[src/rtl/trim_pkg.sv]
package trim_pkg;

  typedef enum logic [1:0] {
    LV_ZERO = 2'd0,
    LV_LOW  = 2'd1,
    LV_MID  = 2'd2,
    LV_HIGH = 2'd3
  } level_e;

  typedef enum logic [1:0] {
    DUR_NOISE = 2'd0,
    DUR_SHORT = 2'd1,
    DUR_LONG  = 2'd2
  } dur_e;

  // Pulse length class from a cycle count.
  function automatic dur_e classify_len(int len, int short_min, int long_min);
    if (len < short_min) return DUR_NOISE;
    if (len < long_min)  return DUR_SHORT;
    return DUR_LONG;
  endfunction

  // Addresses that may be blown: data bits 1..w and the lock address 2**w.
  function automatic logic blow_addr_ok(int k, int w);
    return ((k >= 1) && (k <= w)) || (k == (1 << w));
  endfunction

  // Fuse index for a blowable address: data k -> k-1, lock -> w.
  function automatic int blow_bit(int k, int w);
    return (k == (1 << w)) ? w : k - 1;
  endfunction

endpackage

[src/rtl/trim_pulse_meter.sv]
module trim_pulse_meter
  import trim_pkg::*;
#(
  parameter int SHORT_MIN = 5,
  parameter int LONG_MIN  = 25
) (
  input  logic       clk,
  input  logic       rst_n,
  input  logic [1:0] lvl_i,
  output logic       seg_end_o,
  output level_e     seg_lvl_o,
  output dur_e       seg_dur_o,
  output logic       zero_o
);
  localparam int CNT_W = $clog2(LONG_MIN + 1);

  level_e             lvl_now;
  level_e             lvl_q;
  logic [CNT_W-1:0]   len_q;

  assign lvl_now = level_e'(lvl_i);

  // len_q = number of edges at which lvl_q has been sampled (saturating).
  always_ff @(posedge clk) begin
    if (!rst_n) begin
      lvl_q <= LV_ZERO;
      len_q <= '0;
    end else if (lvl_now != lvl_q) begin
      lvl_q <= lvl_now;
      len_q <= CNT_W'(1);
    end else if (len_q != '1) begin
      len_q <= len_q + 1'b1;
    end
  end

  assign seg_end_o = (lvl_now != lvl_q);
  assign seg_lvl_o = lvl_q;
  assign seg_dur_o = classify_len(int'(len_q), SHORT_MIN, LONG_MIN);
  assign zero_o    = (lvl_now == LV_ZERO);

endmodule

[src/rtl/trim_proto_fsm.sv]
module trim_proto_fsm
  import trim_pkg::*;
#(
  parameter  int TRIM_W = 5,
  localparam int IDX_W  = $clog2(TRIM_W + 1)
) (
  input  logic              clk,
  input  logic              rst_n,
  input  logic              seg_end_i,
  input  level_e            seg_lvl_i,
  input  dur_e              seg_dur_i,
  input  logic              zero_i,
  input  logic              locked_i,
  output logic              trial_ld_o,
  output logic [TRIM_W-1:0] trial_val_o,
  output logic              blow_stb_o,
  output logic [IDX_W-1:0]  blow_idx_o
);
  localparam int LOCK_ADDR = 1 << TRIM_W;
  localparam int ADR_W     = TRIM_W + 1;

  typedef enum logic [2:0] {S_IDLE, S_KEY1, S_KEY2, S_ARMED, S_COUNT} st_e;

  st_e               st_q, st_d;
  logic [ADR_W-1:0]  adr_q, adr_d;
  logic              ld_d, stb_d;
  logic [TRIM_W-1:0] val_d;
  logic [IDX_W-1:0]  idx_d;
  logic              at_lock;

  assign at_lock = (adr_q == ADR_W'(LOCK_ADDR));

  always_comb begin
    st_d  = st_q;
    adr_d = adr_q;
    ld_d  = 1'b0;
    val_d = '0;
    stb_d = 1'b0;
    idx_d = '0;
    if (zero_i) begin
      st_d  = S_IDLE;
      adr_d = '0;
    end else if (seg_end_i && (seg_lvl_i inside {LV_MID, LV_HIGH})) begin
      if (seg_dur_i == DUR_NOISE) begin
        st_d = S_IDLE;
      end else if (seg_lvl_i == LV_MID) begin
        case (st_q)
          S_KEY1:  st_d = S_KEY2;
          S_ARMED: begin st_d = S_COUNT; adr_d = ADR_W'(1); end
          S_COUNT: begin
            if (at_lock) st_d = S_IDLE;
            else         adr_d = adr_q + 1'b1;
          end
          default: st_d = S_IDLE;
        endcase
      end else begin
        case (st_q)
          S_IDLE: if (seg_dur_i == DUR_SHORT && !locked_i) st_d = S_KEY1;
          S_KEY2: begin
            st_d  = (seg_dur_i == DUR_SHORT) ? S_ARMED : S_IDLE;
            adr_d = '0;
          end
          S_COUNT: begin
            st_d = S_IDLE;
            if (seg_dur_i == DUR_SHORT && !at_lock) begin
              ld_d  = 1'b1;
              val_d = adr_q[TRIM_W-1:0];
            end else if (seg_dur_i == DUR_LONG && blow_addr_ok(int'(adr_q), TRIM_W)) begin
              stb_d = 1'b1;
              idx_d = IDX_W'(blow_bit(int'(adr_q), TRIM_W));
            end
          end
          default: st_d = S_IDLE;
        endcase
      end
    end
  end

  always_ff @(posedge clk) begin
    if (!rst_n) begin
      st_q        <= S_IDLE;
      adr_q       <= '0;
      trial_ld_o  <= 1'b0;
      trial_val_o <= '0;
      blow_stb_o  <= 1'b0;
      blow_idx_o  <= '0;
    end else begin
      st_q        <= st_d;
      adr_q       <= adr_d;
      trial_ld_o  <= ld_d;
      trial_val_o <= val_d;
      blow_stb_o  <= stb_d;
      blow_idx_o  <= idx_d;
    end
  end

  // a locked part never leaves idle
  a_r9_locked_idle: assert property (@(posedge clk) disable iff (!rst_n)
    locked_i |-> st_q == S_IDLE);
  // zero level abandons any sequence
  a_r6_zero_idle: assert property (@(posedge clk) disable iff (!rst_n)
    zero_i |=> st_q == S_IDLE);
  // strobe lasts a single cycle
  a_r7_strobe_single: assert property (@(posedge clk) disable iff (!rst_n)
    blow_stb_o |=> !blow_stb_o);
  // address counter never passes the lock address
  a_r5_addr_bound: assert property (@(posedge clk) disable iff (!rst_n)
    adr_q <= ADR_W'(LOCK_ADDR));
  // a trial load always carries a nonzero count
  a_r4_trial_nonzero: assert property (@(posedge clk) disable iff (!rst_n)
    trial_ld_o |-> trial_val_o != '0);
  // strobe index is a data bit or the lock bit
  a_r7_idx_range: assert property (@(posedge clk) disable iff (!rst_n)
    blow_stb_o |-> blow_idx_o <= IDX_W'(TRIM_W));

endmodule

[src/rtl/trim_fuse_bank.sv]
module trim_fuse_bank #(
  parameter  int TRIM_W = 5,
  localparam int IDX_W  = $clog2(TRIM_W + 1)
) (
  input  logic              clk,
  input  logic              rst_n,
  input  logic              zero_i,
  input  logic              trial_ld_i,
  input  logic [TRIM_W-1:0] trial_val_i,
  input  logic              blow_stb_i,
  input  logic [IDX_W-1:0]  blow_idx_i,
  output logic [TRIM_W-1:0] trim_o,
  output logic              locked_o
);
  logic [TRIM_W:0]   fuse_q;
  logic [TRIM_W:0]   hit;
  logic [TRIM_W-1:0] trial_q;

  for (genvar i = 0; i <= TRIM_W; i++) begin : g_hit
    assign hit[i] = blow_stb_i && (blow_idx_i == IDX_W'(i));
  end

  always_ff @(posedge clk) begin
    if (!rst_n) fuse_q <= '0;
    else        fuse_q <= fuse_q | hit;
  end

  always_ff @(posedge clk) begin
    if (!rst_n)                                  trial_q <= '0;
    else if (zero_i || hit[TRIM_W] || fuse_q[TRIM_W]) trial_q <= '0;
    else if (trial_ld_i)                         trial_q <= trial_val_i;
  end

  assign trim_o   = fuse_q[TRIM_W-1:0] | trial_q;
  assign locked_o = fuse_q[TRIM_W];

  // no fuse bit ever falls
  a_r10_fuse_sticky: assert property (@(posedge clk) disable iff (!rst_n)
    ($past(fuse_q) & ~fuse_q) == '0);
  // a locked part holds no trial value
  a_r8_lock_no_trial: assert property (@(posedge clk) disable iff (!rst_n)
    locked_o |-> trial_q == '0);
  // zero level empties the trial register
  a_r6_zero_trial: assert property (@(posedge clk) disable iff (!rst_n)
    zero_i |=> trial_q == '0);

endmodule

[src/rtl/trim_pulse_decoder.sv]
module trim_pulse_decoder
  import trim_pkg::*;
#(
  parameter  int TRIM_W    = 5,
  parameter  int SHORT_MIN = 5,
  parameter  int LONG_MIN  = 25,
  localparam int IDX_W     = $clog2(TRIM_W + 1)
) (
  input  logic              clk,
  input  logic              rst_n,
  input  logic [1:0]        lvl_i,
  output logic [TRIM_W-1:0] trim_o,
  output logic              locked_o,
  output logic              blow_stb_o,
  output logic [IDX_W-1:0]  blow_idx_o
);
  logic              seg_end;
  level_e            seg_lvl;
  dur_e              seg_dur;
  logic              zero_lvl;
  logic              trial_ld;
  logic [TRIM_W-1:0] trial_val;

  trim_pulse_meter #(.SHORT_MIN(SHORT_MIN), .LONG_MIN(LONG_MIN)) u_meter (
    .clk(clk), .rst_n(rst_n), .lvl_i(lvl_i),
    .seg_end_o(seg_end), .seg_lvl_o(seg_lvl), .seg_dur_o(seg_dur), .zero_o(zero_lvl)
  );

  trim_proto_fsm #(.TRIM_W(TRIM_W)) u_fsm (
    .clk(clk), .rst_n(rst_n),
    .seg_end_i(seg_end), .seg_lvl_i(seg_lvl), .seg_dur_i(seg_dur),
    .zero_i(zero_lvl), .locked_i(locked_o),
    .trial_ld_o(trial_ld), .trial_val_o(trial_val),
    .blow_stb_o(blow_stb_o), .blow_idx_o(blow_idx_o)
  );

  trim_fuse_bank #(.TRIM_W(TRIM_W)) u_fuse (
    .clk(clk), .rst_n(rst_n), .zero_i(zero_lvl),
    .trial_ld_i(trial_ld), .trial_val_i(trial_val),
    .blow_stb_i(blow_stb_o), .blow_idx_i(blow_idx_o),
    .trim_o(trim_o), .locked_o(locked_o)
  );

endmodule

[config.mk]
export PLATFORM = sky130hd
export DESIGN_NAME = trim_pulse_decoder
export DESIGN_NICKNAME = d
export VERILOG_FILES = /design/src/rtl/trim_pkg.sv /design/src/rtl/trim_pulse_meter.sv /design/src/rtl/trim_proto_fsm.sv /design/src/rtl/trim_fuse_bank.sv /design/src/rtl/trim_pulse_decoder.sv
export SDC_FILE = /design/constraint.sdc
export NUM_CORES = 1
export LEC_CHECK = 0
export CORE_ASPECT_RATIO = 1.4
export CORE_UTILIZATION = 34
export CTS_BUF_LIST = sky130_fd_sc_hd__clkbuf_16
export CTS_CLUSTER_DIAMETER = 120
export CTS_CLUSTER_SIZE = 30
export DETAILED_ROUTE_END_ITERATION = 10
export HOLD_SLACK_MARGIN = 0.05
export PLACE_DENSITY_LB_ADDON = 0.1
export SLEW_MARGIN = 10
export SYNTH_ARGS = -nofsm -noshare
export SYNTH_HDL_FRONTEND = slang
export SYNTH_SLANG_ARGS = --single-unit
export TNS_END_PERCENT = 100
[constraint.sdc]
create_clock -name clk -period 2.45 [get_ports clk]
set_input_delay 0.6125 -clock clk [delete_from_list [all_inputs] [get_ports clk]]
set_output_delay 0.6125 -clock clk [all_outputs]
set_load 0.05 [all_outputs]
* After elaboration in Yosys (flattened, before gate mapping)
Cells that the tools add are included.
** Operators by class
- Reduce and logical (&&, ||, !) cells :: 33
- Add/sub/neg operators :: 3
- Muxes and demuxes :: 23
- Equal/unequal tests :: 21
- $lt $le $gt $ge :: 4
- Bitwise logic cells :: 8
** Operator list (number)
- 6-bit 2-to-1 mux :: 3
- 3-bit 2-to-1 mux :: 5
- 7-bit OR reduction :: 2
- 3-bit by 2-bit equality test with 1-bit output (second input constant) :: 4
- 6-bit equality test (second input constant) :: 2
- 6-bit one-hot mux with 2 select lines :: 1
- 1-bit logical AND :: 11
- 2-bit 2-to-1 mux :: 5
- 3-bit equality test (second input constant) :: 3
- 3-bit one-hot mux with 3 select lines :: 1
- 9-bit OR reduction :: 1
- 8-bit OR reduction :: 1
- 1-bit 2-to-1 mux :: 7
- 6-bit by 1-bit adder with 6-bit output (second input constant) :: 1
- 2-bit equality test (second input constant) :: 3
- 3-bit by 1-bit equality test with 1-bit output (second input constant) :: 2
- 6-bit by 1-bit greater-or-equal comparator with 1-bit output (second input constant) :: 1
- 6-bit by 3-bit <= comparator with 1-bit output (second input constant) :: 1
- 3-bit logical NOT :: 2
- 3-bit inequality test (second input constant) :: 2
- 1-bit inverter :: 6
- 6-bit OR :: 1
- 3-bit one-hot mux with 2 select lines :: 1
- 2-bit nonzero test :: 3
- 17 further kinds :: 23
** Storage, ports and cells
- Output and inout port bits :: 10
- Flip-flop bits (word level) :: 37
- Input port bits :: 4

* Longest topological paths before layout
- Depth after elaboration :: 11
- Gate-level depth with buffers :: 7
- Depth with buffers taken out :: 7

* Modules after synthesis
A second synthesis with hierarchy kept.
** Unflattened totals
- Cell total of the unflattened synthesis :: 180
- Area, all modules :: 1790.5 sq um
** Modules (own cells, without submodules)
- trim_proto_fsm :: area each 977.2 sq um, cells an instance 106, sequential area each 380.4 sq um, times used 1
- trim_fuse_bank :: area each 475.5 sq um, cells an instance 41, sequential area each 220.2 sq um, times used 1
- trim_pulse_meter :: area each 337.8 sq um, cells an instance 33, sequential area each 140.1 sq um, times used 1

* Worst setup path after synthesis
OpenSTA, ideal clock, no wires.
- Kind :: input to register
- Start point :: in lvl_i[0]
- End point :: reg u_fsm.adr_q[4]
- Path slack :: 0.526 ns
- Data arrival time :: 1.802 ns
- Stages :: 5
- Setup time :: 0.122 ns
- Cell sequence :: xnor2_1 a221oi_4 o221ai_2 and2_4 a221o_1
** Between the ends
- Longest elaborated chain between the ends :: 3
- Elaborated cells on any way between the ends :: 5
** RTL lines
- from (decl) :: line trim_pulse_decoder.sv:11 : input logic [1:0] lvl_i,
- 2-bit inequality test :: line trim_pulse_meter.sv:36 : assign seg_end_o = (lvl_now != lvl_q);
- 1-bit logical AND :: line trim_proto_fsm.sv:43 : end else if (seg_end_i && (seg_lvl_i inside {LV_MID, LV_HIGH})) begin
- 5-bit AND reduction (no line)
- to (signal assigned) :: line trim_proto_fsm.sv:89 : adr_q <= adr_d;
- to (decl) :: line trim_proto_fsm.sv:25 : logic [ADR_W-1:0] adr_q, adr_d;
Parallel ways exist; a longest one is shown, timed or not.
A chain may end at the register's enable or synchronous reset.

* Worst setup path in the final report
- Start point :: in lvl_i[0]
- End point :: reg u_fsm.adr_q[3]
The elaborated chain is that of the path after synthesis.

==> impl_metrics.toml <==
[outcome]
outcome = "completed"

[timing]
timing.final.hold_violations = 0
slew_headroom_pct = 66.4
finalSetupViolations = 0
tightest_slew_ns = 0.502
post-route-period-util_pct = 92.2
drv_slew = 0
grt_setup_unrepaired = "no"
skew_ns = 0.00472
fmax_ghz = 0.443
fin_tns_setup_ns = 0
min_period_ns = 2.26
holdWs_ns = 0.461

[grt]
grt_pass1_wl_mm = 6.27
grt_antenna_before_repair = 0
grt_max_degree = 13
grt_pass1_vias = 1398
overflow = 0
track_usage_pct = 14.3

[clock_tree]
clockBufferDepth = 2
h-tree-depth = 2
postCtsSetupRepairBufs = 0
cts_tree = "yes"
cts.sinks = 37
postCtsResizedCells = 0
clkTransAtPathRegs_ns = 0.05
cts_root_buf = "clkbuf_16"
ctsHoldBuffers = 0
clk_latency_ns = 0.28
numCtsBuffers = 5

[worst_setup_path]
path_cells = "clkdlybuf4s50_1 -> xnor2_1 -> a221oi_4 -> o221ai_2 -> and2_4 -> a221o_1"
critPathKind = "primary input to flop"
path_depth = 6
cp_max_fo = 6
end_kind = "flop"
r2r-start = "u_fsm.adr_q[0]"
path_buf_inv = 1
cp.required_ns = 2.61
critical_path_arrival_ns = 2.42
cp-startpoint = "lvl_i[0]"
crit_end = "u_fsm.adr_q[3]"
r2r_setup_slack_ns = 0.56
worst_r2r_endpoint = "u_fsm.adr_q[4]"
crit_family = "compound AO/OA/AOI/OAI gates"
critical-path-max-stage-delay_ns = 0.44
startpoint_type = "primary input"
slowest_stage = "clkdlybuf4s50_1"
rr_worst_depth = 5

[job]
cap_violations = 0

[layout]
multi_input_area_um2 = 1020
seq_area_um2 = 741
nFillCells = 507
utilization_pct = 42.1
diodes = 0
drive_gt1_share_pct = 16.8
area_delta_synth_final_pct = 20.0
final_nets = 222

[synth]
synth_cell_types = 46
synthCells = 194
synth_top_cell_by_area = "dfxtp_1"
synth_top_cell_area_share_pct = 40.9
ys_top_cells_by_area = "dfxtp_1 (41%), mux2i_1 (5.5%), nor2_1 (4.6%), ha_1 (3.5%), nor2b_1 (3.1%)"
synth-edff-count = 0
synthTopCellsByCount = "dfxtp_1 (37), nor2_1 (22), nand2_1 (11), mux2i_1 (10), nor2b_1 (9)"
yosys.cell_count.top_type = "dfxtp_1"
synth-async-reset-ratio_pct = 0
yosysSeqAreaShare_pct = 40.9
synth_area_um2 = 1810
yosys_register_bits = 37
yosys_warnings = 0
synth_area_per_cell_um2 = 9.33
syn_nets = 203
synthFlopType = "dfxtp_1"

[hold_path]
hold_path.class = "flop to flop"

[routing]
drt-initial-drc-count = 60
vias_per_cell = 5.05
vias = 1414
drc = 0
wl_per_cell_um = 12.7
postRouteAntennaNets = 0
first_pass_iters = 4
drt-total-wl_mm = 3.56

[die]
start_util_pct = 35.1
core_area_um2 = 5160
rows = 31
die_width_um = 63.7
chipHeight_um = 88.3
dieArea_um2 = 5620
io_pins = 14

[placed_design]
port_buffers = 13
globalplace.congestion = 0.831
hpwlAfterDp_mm = 2.75

[power_and_ir_drop]
power.density_nw_per_um2 = 585
p_leak_nw = 0.808
peakVddDrop_mv = 0.307
finalPower_mw = 1.27
## area by class of cell
class                      count  area share, %
clock buffer                   5           5.76
multi-input combinational    145           46.8
timing repair buffer          18           7.72
tap                           66           3.80
sequential                    37           34.1
inverter                       6           1.04
clock inverter                 3          0.806
## layout by cell type (no fill, tap or decap), types with 4 or more instances in the layout
master           count
clkbuf_16            5
nor2_1              22
nor2b_1              9
and3_1               4
a21oi_1              8
and2_2               7
buf_4                5
ha_1                 5
nand2_1             11
o21ai_0              4
a31oi_1              4
clkdlybuf4s50_1     13
mux2i_1             10
xnor2_1              5
dfxtp_1             37
inv_1                6
or2_2                6
nand3_1              6
## flip-flops by register name (all words and copies together) (netlist names)
| signal | flops |
|---|---|
| u_fuse.fuse_q | 6 |
| u_fuse.trial_q | 5 |
| u_fsm.blow_idx_o | 3 |
| u_fsm.adr_q | 6 |
| u_fsm.blow_stb_o | 1 |
| u_fsm.st_q | 3 |
| u_meter.len_q | 5 |
| u_fsm.trial_ld_o | 1 |
| u_fsm.trial_val_o | 5 |
| u_meter.seg_lvl_o | 2 |
## worst min-delay path by stage
stage                     cells past startpoint                end            startpoint  slack [ns]
after floorplan                               1   u_fuse.fuse_q[1]      u_fuse.fuse_q[1]        0.43
after global placement                        1   u_fuse.fuse_q[1]      u_fuse.fuse_q[1]        0.45
after detailed placement                      2  u_fuse.trial_q[4]  u_fsm.trial_val_o[4]        0.46
after CTS                                     2  u_fuse.trial_q[4]  u_fsm.trial_val_o[4]        0.47
after global routing                          2  u_fuse.trial_q[4]  u_fsm.trial_val_o[4]        0.49
final                                         2  u_fuse.trial_q[4]  u_fsm.trial_val_o[4]        0.46
## logic make-up (layout without fill, tap and decap cells)
| group | count (synthesis) | count (layout) | share of synthesized area (%) |
|---|---|---|---|
| compound gates | 33 | 33 | 13.6 |
| xor+xnor | 8 | 8 | 3.87 |
| fa+ha+maj | 5 | 5 | 3.46 |
| buf+inv | 12 | 32 | 2.97 |
| flops | 37 | 37 | 40.9 |
| mux | 10 | 10 | 5.53 |
| simple gates | 89 | 89 | 29.6 |
## routing by layer
metal | GRT usage [%] | wire (um) | vias up
li1 | - | - | 728
met1 | 16.0 | 1590 | 655
met2 | 25.3 | 1770 | 23
met3 | 3.35 | 107 | 8
met4 | 7.23 | 88 | 0
met5 | 0 | 0 | -
## where the power goes
part / internal, mW / switching (mW)
combinational: 0.0259 / 0.0287
clock: 0.372 / 0.233
sequential: 0.606 / 0.00553
total: 1.00 / 0.267
## tightest hold or removal path, delay by kind of cell, from the launching register on
kind | cells | cell delay [ns]
multiplexers | 1 | 0.06
flip-flops | 1 | 0.30
AND/OR/NAND/NOR | 1 | 0.07
## metrics by stage
step           instances  instance area [um2]  worst slack [ns]
3_3_place_gp         272                 2030           -0.0463
6_report             280                 2170             0.191
3_5_place_dp         272                 2030           -0.0970
5_1_grt              280                 2170            0.0739
4_1_cts              280                 2170             0.191
2_1_floorplan        194                 1810             0.526
Power figures use the tool's default switching activity.
